`src/rtl/mbus_pkg.sv`:
```
package mbus_pkg;
    localparam logic [2:0] RIDX_CTRL_A = 3'd0;
    localparam logic [2:0] RIDX_CTRL_B = 3'd1;
    localparam logic [2:0] RIDX_DETECT = 3'd2;
    localparam logic [2:0] RIDX_TONE   = 3'd3;

    typedef enum logic [1:0] {
        MODE_OFF = 2'b00,
        MODE_PSK = 2'b01,
        MODE_FSK = 2'b10,
        MODE_RSV = 2'b11
    } mode_e;

    localparam int CLKREQ_BIT = 7;
endpackage

```
`src/rtl/mbus_edge.sv`:
```
module mbus_edge #(
    parameter bit IDLE_LEVEL = 1'b1,
    parameter bit FALLING    = 1'b0
) (
    input  logic clk,
    input  logic rst,
    input  logic strobe,
    output logic ev_o
);
    typedef struct packed {
        logic last;
    } edge_st_t;

    edge_st_t st_d, st_q;

    always_comb begin
        st_d      = st_q;
        st_d.last = strobe;
    end

    always_ff @(posedge clk) begin
        if (rst) st_q.last <= IDLE_LEVEL;
        else     st_q      <= st_d;
    end

    generate
        if (FALLING) begin : g_fall
            assign ev_o = st_q.last & ~strobe;
        end else begin : g_rise
            assign ev_o = ~st_q.last & strobe;
        end
    endgenerate
endmodule

```
`src/rtl/mbus_addr_latch.sv`:
```
module mbus_addr_latch #(
    parameter int AW = 3
) (
    input  logic          clk,
    input  logic          rst,
    input  logic          ale,
    input  logic          cs_n,
    input  logic [AW-1:0] idx_in,
    output logic [AW-1:0] idx_o,
    output logic          sel_o
);
    typedef struct packed {
        logic [AW-1:0] idx;
        logic          sel;
    } lat_st_t;

    lat_st_t st_d, st_q;
    logic    ale_fall;

    mbus_edge #(.IDLE_LEVEL(1'b0), .FALLING(1'b1)) u_ale_edge (
        .clk    (clk),
        .rst    (rst),
        .strobe (ale),
        .ev_o   (ale_fall)
    );

    always_comb begin
        st_d = st_q;
        if (ale_fall) begin
            st_d.idx = idx_in;
            st_d.sel = ~cs_n;
        end
    end

    always_ff @(posedge clk) begin
        if (rst) begin
            st_q.idx <= '0;
            st_q.sel <= 1'b0;
        end else begin
            st_q <= st_d;
        end
    end

    assign idx_o = st_q.idx;
    assign sel_o = st_q.sel;

    a_r1_idx_capture: assert property (@(posedge clk) disable iff (rst)
        ale_fall |=> (idx_o == $past(idx_in)) && (sel_o == !$past(cs_n)));

    a_r1_hold_between: assert property (@(posedge clk) disable iff (rst)
        !ale_fall |=> $stable(sel_o) && $stable(idx_o));
endmodule

```
`src/rtl/mbus_regfile.sv`:
```
module mbus_regfile
    import mbus_pkg::*;
#(
    parameter int DW = 8,
    parameter int AW = 3
) (
    input  logic          clk,
    input  logic          rst,
    input  logic [AW-1:0] idx,
    input  logic          sel,
    input  logic          wr_ev,
    input  logic          rd_end,
    input  logic [DW-1:0] wdata,
    input  logic [DW-1:0] det_set,
    output logic [DW-1:0] rdata,
    output logic [DW-1:0] ctrl_a_o,
    output logic [DW-1:0] ctrl_b_o,
    output logic [DW-1:0] tone_o,
    output logic          irq_o
);
    typedef struct packed {
        logic [DW-1:0] ctrl_a;
        logic [DW-1:0] ctrl_b;
        logic [DW-1:0] tone;
        logic [DW-1:0] det;
    } rf_st_t;

    rf_st_t st_d, st_q;
    logic   det_clear;
    logic   det_wr;

    always_comb begin
        st_d      = st_q;
        det_clear = rd_end && sel && (idx == AW'(RIDX_DETECT));
        det_wr    = wr_ev && sel && (idx == AW'(RIDX_DETECT));
        st_d.det  = (det_clear ? '0 : st_q.det) | det_set;
        if (wr_ev && sel) begin
            case (idx)
                AW'(RIDX_CTRL_A): st_d.ctrl_a = wdata;
                AW'(RIDX_CTRL_B): st_d.ctrl_b = wdata;
                AW'(RIDX_TONE):   st_d.tone   = wdata;
                default:          ;
            endcase
        end
    end

    always_ff @(posedge clk) begin
        if (rst) st_q <= '0;
        else     st_q <= st_d;
    end

    always_comb begin
        case (idx)
            AW'(RIDX_CTRL_A): rdata = st_q.ctrl_a;
            AW'(RIDX_CTRL_B): rdata = st_q.ctrl_b;
            AW'(RIDX_DETECT): rdata = st_q.det;
            AW'(RIDX_TONE):   rdata = st_q.tone;
            default:          rdata = '0;
        endcase
    end

    assign ctrl_a_o = st_q.ctrl_a;
    assign ctrl_b_o = st_q.ctrl_b;
    assign tone_o   = st_q.tone;
    assign irq_o    = |st_q.det;

    a_r5_event_raises_irq: assert property (@(posedge clk) disable iff (rst)
        (|det_set) |=> irq_o);

    a_r6_irq_sticky: assert property (@(posedge clk) disable iff (rst)
        (irq_o && !det_clear) |=> irq_o);

    a_r3_unselected_write: assert property (@(posedge clk) disable iff (rst)
        (wr_ev && !sel) |=> $stable(ctrl_a_o) && $stable(ctrl_b_o) && $stable(tone_o));

    a_r8_detect_readonly: assert property (@(posedge clk) disable iff (rst)
        (det_wr && !det_clear && irq_o) |=> irq_o);
endmodule

```
`src/rtl/mbus_reg_if.sv`:
```
module mbus_reg_if
    import mbus_pkg::*;
#(
    parameter int DW = 8,
    parameter int AW = 3
) (
    input  logic          clk,
    input  logic          rst,
    input  logic          ale,
    input  logic          cs_n,
    input  logic          rd_n,
    input  logic          wr_n,
    input  logic [DW-1:0] ad_in,
    output logic [DW-1:0] ad_out,
    output logic          ad_oe,
    input  logic [DW-1:0] det_set,
    output logic          irq_drive_low,
    output logic          clk_sel,
    output logic [DW-1:0] ctrl_a,
    output logic [DW-1:0] ctrl_b,
    output logic [DW-1:0] tone
);
    logic [AW-1:0] idx;
    logic          sel;
    logic          wr_rise;
    logic          rd_rise;
    logic [DW-1:0] rdata;

    mbus_addr_latch #(.AW(AW)) u_latch (
        .clk    (clk),
        .rst    (rst),
        .ale    (ale),
        .cs_n   (cs_n),
        .idx_in (ad_in[AW-1:0]),
        .idx_o  (idx),
        .sel_o  (sel)
    );

    mbus_edge #(.IDLE_LEVEL(1'b1), .FALLING(1'b0)) u_wr_edge (
        .clk    (clk),
        .rst    (rst),
        .strobe (wr_n),
        .ev_o   (wr_rise)
    );

    mbus_edge #(.IDLE_LEVEL(1'b1), .FALLING(1'b0)) u_rd_edge (
        .clk    (clk),
        .rst    (rst),
        .strobe (rd_n),
        .ev_o   (rd_rise)
    );

    mbus_regfile #(.DW(DW), .AW(AW)) u_rf (
        .clk      (clk),
        .rst      (rst),
        .idx      (idx),
        .sel      (sel),
        .wr_ev    (wr_rise),
        .rd_end   (rd_rise),
        .wdata    (ad_in),
        .det_set  (det_set),
        .rdata    (rdata),
        .ctrl_a_o (ctrl_a),
        .ctrl_b_o (ctrl_b),
        .tone_o   (tone),
        .irq_o    (irq_drive_low)
    );

    assign ad_oe   = ~rd_n & sel;
    assign ad_out  = ad_oe ? rdata : '0;
    assign clk_sel = ctrl_b[CLKREQ_BIT] && (mode_e'(ctrl_a[1:0]) == MODE_PSK);

    a_r10_clksel_mode: assert property (@(posedge clk) disable iff (rst)
        clk_sel |-> (ctrl_a[1:0] == 2'b01));

    a_r4_oe_needs_read: assert property (@(posedge clk) disable iff (rst)
        ad_oe |-> !rd_n);
endmodule

```
`config.mk`:
```
export PLATFORM = sky130hd
export DESIGN_NAME = mbus_reg_if
export DESIGN_NICKNAME = d
export VERILOG_FILES = /design/src/rtl/mbus_pkg.sv /design/src/rtl/mbus_edge.sv /design/src/rtl/mbus_addr_latch.sv /design/src/rtl/mbus_regfile.sv /design/src/rtl/mbus_reg_if.sv
export SDC_FILE = /design/constraint.sdc
export NUM_CORES = 1
export LEC_CHECK = 0
export BUFFER_PORTS_ARGS = -buffer_cell sky130_fd_sc_hd__buf_2
export CORE_UTILIZATION = 55
export CTS_CLUSTER_DIAMETER = 60
export CTS_CLUSTER_SIZE = 40
export DETAILED_ROUTE_END_ITERATION = 8
export PLACE_DENSITY_LB_ADDON = 0.05
export SYNTH_ARGS = -nofsm -noshare
export SYNTH_HDL_FRONTEND = slang
export SYNTH_SLANG_ARGS = --single-unit
```
`constraint.sdc`:
```
create_clock -name clk -period 2.1 [get_ports clk]
set_clock_uncertainty 0.1 [all_clocks]
set_input_delay 0.21 -clock clk [delete_from_list [all_inputs] [get_ports clk]]
set_output_delay 0.21 -clock clk [all_outputs]
set_load 0.05 [all_outputs]
```
## Word level (Yosys, flattened, before mapping)

Index checks and enable logic that the tools add are counted.

| word-level totals | value |
|---|---|
| register bits after elaboration | 39 |
| input bits | 22 |
| output and inout bits | 35 |
| word-level logic and storage cells | 35 |

| cells by class | value |
|---|---|
| equality and inequality tests | 4 |
| mux-type cells | 3 |
| bitwise operators | 10 |
| reduce and logical (&&, ||, !) cells | 9 |

Operators by type and width:

| operator | number |
|---|---|
| case mux 8 bit (4 select lines) | 1 |
| 2-to-1 mux 8 bit | 2 |
| bitwise OR 8 bit | 1 |
| OR reduction 8 bit | 1 |
| equality test 3 x 2 -> 1 bit (second input constant) | 2 |
| AND reduction 2 bit | 3 |
| inverter 1 bit | 5 |
| bitwise AND 1 bit | 4 |
| logical AND 1 bit | 4 |
| equality test 3 x 1 -> 1 bit (second input constant) | 1 |
| logical NOT 3 bit | 1 |
| equality test 2 x 1 -> 1 bit (second input constant) | 1 |

## Depth between registers and ports, before layout

| depth | value |
|---|---|
| depth in word-level cells | 6 |
| depth in mapped cells | 4 |
| mapped depth without buffers | 3 |

## Hierarchy

A second synthesis with hierarchy kept.

| second synthesis, totals | value |
|---|---|
| cells, all modules | 202 |
| area total of the unflattened synthesis | 2067.0 µm² |

Modules (own cells, without submodules):

| module | instances | cells each | area each (µm²) | seq. area each (µm²) |
|---|---|---|---|---|
| mbus_regfile | 1 | 170 | 1732.9 | 640.6 |
| mbus_addr_latch | 1 | 13 | 148.9 | 80.1 |
| mbus_reg_if | 1 | 10 | 85.1 | 0.0 |
| mbus_edge at u_rd_edge ... | 2 | 3 | 32.5 | 20.0 |
| mbus_edge at u_latch.u_ale_edge | 1 | 3 | 35.0 | 20.0 |

## Least setup slack after synthesis

Ideal clock, no wire load.

| path | value |
|---|---|
| path kind | reg2out |
| start point | reg u_latch.idx_o[2] (netlist name) |
| end point | out ad_out[0] |
| arrival | 1.652 ns |
| required time | 1.790 ns |
| path slack | 0.138 ns |
| cell stages (with the launch flop) | 5 |
| buffers on the path | 1 |
| cell sequence | dfxtp_1 nand2b_1 or2_2 buf_2 nor2b_1 |

| between the ends | value |
|---|---|
| word-level cells in the longest chain between the ends | 3 |
| elaborated cells between the ends (all ways) | 6 |
| those cells by class | eq/ne (3); mux (2); reduce/logical (1) |

Ends and longest elaborated chain:

| item | line | text |
|---|---|---|
| equality test 3 x 2 -> 1 bit (tied with other cells) | mbus_regfile.sv:53 | `case (idx)` |
| case mux 8 bit (4 select lines) * | mbus_regfile.sv:53 |  |
| 2-to-1 mux 8 bit * | mbus_reg_if.sv:70 | `assign ad_out = ad_oe ? rdata : '0;` |
| end: declaration | mbus_reg_if.sv:14 | `output logic [DW-1:0] ad_out,` |

Mark *: on every way between the ends. The rest lies on a longest branch, timed or not.

## Worst setup path in the final report

| path | value |
|---|---|
| start point | reg u_latch.idx_o[1] (netlist name) |
| end point | out ad_out[3] |

| between the ends | value |
|---|---|
| word-level cells in the longest chain between the ends | 3 |
| elaborated cells between the ends (all ways) | 6 |
| those cells by class | eq/ne (3); mux (2); reduce/logical (1) |

Ends and longest elaborated chain:

| item | line |
|---|---|
| equality test 3 x 2 -> 1 bit (tied with other cells) | mbus_regfile.sv:53 |
| case mux 8 bit (4 select lines) * | mbus_regfile.sv:53 |
| 2-to-1 mux 8 bit * | mbus_reg_if.sv:70 |

Marked as above.

==> metrics.cfg <==
[run]
max_cap_viol_count=0

[detailed_routing]
ant_nets=0
vias=1493
first_pass_iters=4
wl_per_cell_um=14.5
wirelength_um=4200
via_per_inst=5.17
drc=0
dr.first_iter.drc_count=48

[critical_path]
max_stage_delay_ns=0.49
crit_path_start_kind=flip-flop
cp.required_ns=1.79
crit_family=multiplexers
crit_cells=4
crit_type=flip-flop to output port
critical_path_buf_inv_count=2
r2r_cells=4
endpoint=ad_out[3]
cp-startpoint=u_latch.idx_o[1]$_SDFFE_PP0P_
critical_path.cell_chain=buf_4, mux4_2, nor2b_1, buf_2
cp_max_fo=9
worstPathArrival_ns=1.70
r2r_start=u_latch.idx_o[0]$_SDFFE_PP0P_
crit_slowest_cell=mux4_2
worst_setup_path_end_kind=output port
rr_endpoint=u_rf.st_q[6]$_SDFF_PP0_
reg2reg_slack_ns=0.61

[grt]
grt_antenna_before_repair=0
grt_use_met1_pct=28.3
gr-max-usage-layer=met2
grt_max_degree=48
grt_util_met2_pct=38.2
use_met3_pct=6.02
grt_pass1_wl_um=6780
overflow=0
track_usage_pct=22.7
grt_pass1_vias=1434

[floorplanning]
io_pins=57
die_y_um=62.5
fp.dieW_um=62.5
start_util_pct=59.0
coreArea_um2=3420
die-area_um2=3910
rows=21

[synth]
synthTopCellsByCount=39 x dfxtp_1, 34 x nand2b_1, 27 x mux2i_1, 25 x buf_4
netlist.area_leader.share_pct=38.8
synth_ff_type=dfxtp_1
syn_area_um2=2010
ys_types=25
synth_nets=222
syn_area_per_cell_um2=10.1
yosysTopAreaCell=dfxtp_1
yosysSeqAreaShare_pct=38.8
ys_warn_count=0
syn_inst=200
ys_seq_elements=39
yosys-top-cells-area=dfxtp_1 39%, mux2i_1 13%, nand2b_1 11%, buf_4 9.3%, mux4_1 5.2%
synthArstFlopShare_pct=0
synth-edff-count=0
yosysMostFrequentCell=dfxtp_1

[power_and_ir_drop]
switchingPower_w=0.000310
combinationalPowerShare_pct=9.5
p_leak_nw=1.13
power_density_nw_per_um2=547
internal_power_w=0.000952
seqPwrFrac_pct=61.1
clock_power_share_pct=29.4
ir_drop_v=0.000467
swShare_pct=24.6

[sta]
fin_setup_tns_ns=0
whs_ns=0.0237
post-route-period-util_pct=95.8
setup_viol=0
worstMarginPinSlew_ns=0.634
slew_headroom_pct=57.7
period_needed_ns=2.01
fmax_mhz=497
hold_viol_final=0
rsz0062_at_grt=false
timing.final.max_slew_violations=0

[placement]
placement.io_buffers=56
routabilityCongestion=0.785
post-dp-hpwl_um=2960

[final_layout]
register_area_um2=786
fill_cells=299
antennaDiodeCount=0
nets=264
layout-drive-gt1-share_pct=31.7
multi_input_area_um2=956
syn2layout_area_growth_pct=14.6

[cts]
cts_tree=yes
cts.sink_count=39
cts.clk_slew.worst_paths_ns=0.11
cts_root_buf=clkbuf_4
cts_buffers=5
postCtsSetupRepairBufs=0
clk_path_buf_depth=2
insertion_delay_ns=0.35
htreeDepth=2

[hold_path]
min_path_type=input port to flip-flop

[run_status]
status=finished, final reports clean

[per-stage QoR]
stage | setup WS (ns) | util, % | power, W | instance area, um2 | std cells
finish | 0.0880 | 67.6 | 0.00126 | 2310 | 289
global route | 0.00254 | 67.6 | 0.00133 | 2310 | 289
CTS | 0.00555 | 67.1 | 0.00127 | 2290 | 289
detailed placement | 0.284 | 62.4 | 0.000892 | 2130 | 270
global placement | 0.321 | 62.4 | 0.000888 | 2130 | 270
floorplan | 0.138 | - | 0.000855 | 2010 | 200
[worst min-delay path by stage]
stage / start / endpoint / cells after the start
6_report: ad_in[2] / u_latch.idx_o[2]$_SDFFE_PP0P_ / 3
3_3_place_gp: wr_n / u_wr_edge.st_q$_SDFF_PP1_ / 2
2_1_floorplan: rd_n / u_rd_edge.st_q$_SDFF_PP1_ / 1
5_1_grt: ad_in[1] / u_latch.idx_o[1]$_SDFFE_PP0P_ / 3
4_1_cts: ad_in[2] / u_latch.idx_o[2]$_SDFFE_PP0P_ / 3
3_5_place_dp: wr_n / u_wr_edge.st_q$_SDFF_PP1_ / 2
[routing by layer]
layer | vias up | wire [um]
met5 | - | 0
met4 | 0 | 53
met3 | 5 | 180
met2 | 39 | 2100
met1 | 718 | 1870
li1 | 731 | -
[worst reg2reg max path, cell delays in order, from the launching register on]
cell       delay [ns]
dfxtp_4          0.40
buf_4            0.18
nand4bb_1        0.31
o21ai_0          0.27
a21oi_1          0.10
[cell type report]
class                           instances  area share (%)
Sequential cell                        39            34.0
Multi-Input combinational cell        117            41.4
Tap cell                               46            2.49
Timing Repair Buffer                   71            18.6
Clock inverter                          1           0.217
Inverter                                8            1.30
Clock buffer                            7            1.95
[cells in the final DEF (no fill, tap or decap), types with 8 or more instances in the layout]
cell type      count
buf_2             54
dfxtp_1           37
nand2b_1          34
mux2i_1           27
dlygate4sd3_1     11
nor2b_1            9
a21oi_1            9
inv_1              8
o21ai_0            8
[sequential cells by signal (all words and copies together), names as in the netlist]
signal                   flops
u_latch.idx_o                3
u_latch.sel_o                1
u_latch.u_ale_edge.st_q      1
u_rd_edge.st_q               1
u_rf.ctrl_a_o                8
u_rf.ctrl_b_o                8
u_rf.st_q                    8
u_rf.tone_o                  8
u_wr_edge.st_q               1
[power by group through the flow]
stage / Clock [W] / Sequential [W] / Combinational (W)
3_5_place_dp: 0 / 0.000789 / 0.000104
5_1_grt: 0.000422 / 0.000774 / 0.000132
4_1_cts: 0.000381 / 0.000772 / 0.000119
6_report: 0.000371 / 0.000771 / 0.000120
3_3_place_gp: 0 / 0.000787 / 0.000101
2_1_floorplan: 0 / 0.000781 / 0.0000733
[kinds of logic (layout without fill, tap and decap cells)]
kind of cell / count (synthesis) / count (layout) / share of synthesized area [%]
AOI/OAI and AO/OA: 17 / 17 / 4.22
buffers and inverters: 44 / 87 / 13.9
DFF: 39 / 39 / 38.8
muxes: 35 / 35 / 23.1
and+or+nand+nor: 65 / 65 / 20.0
[timing repair]
item                                   in CTS  in global routing
hold buffers                               11                  0
setup endpoints to repair                   6                  8
pin swaps                                   0                  0
gates resized for setup                     1                  8
endpoints found under the hold margin      11                  0
Power figures use the tool's default switching activity.
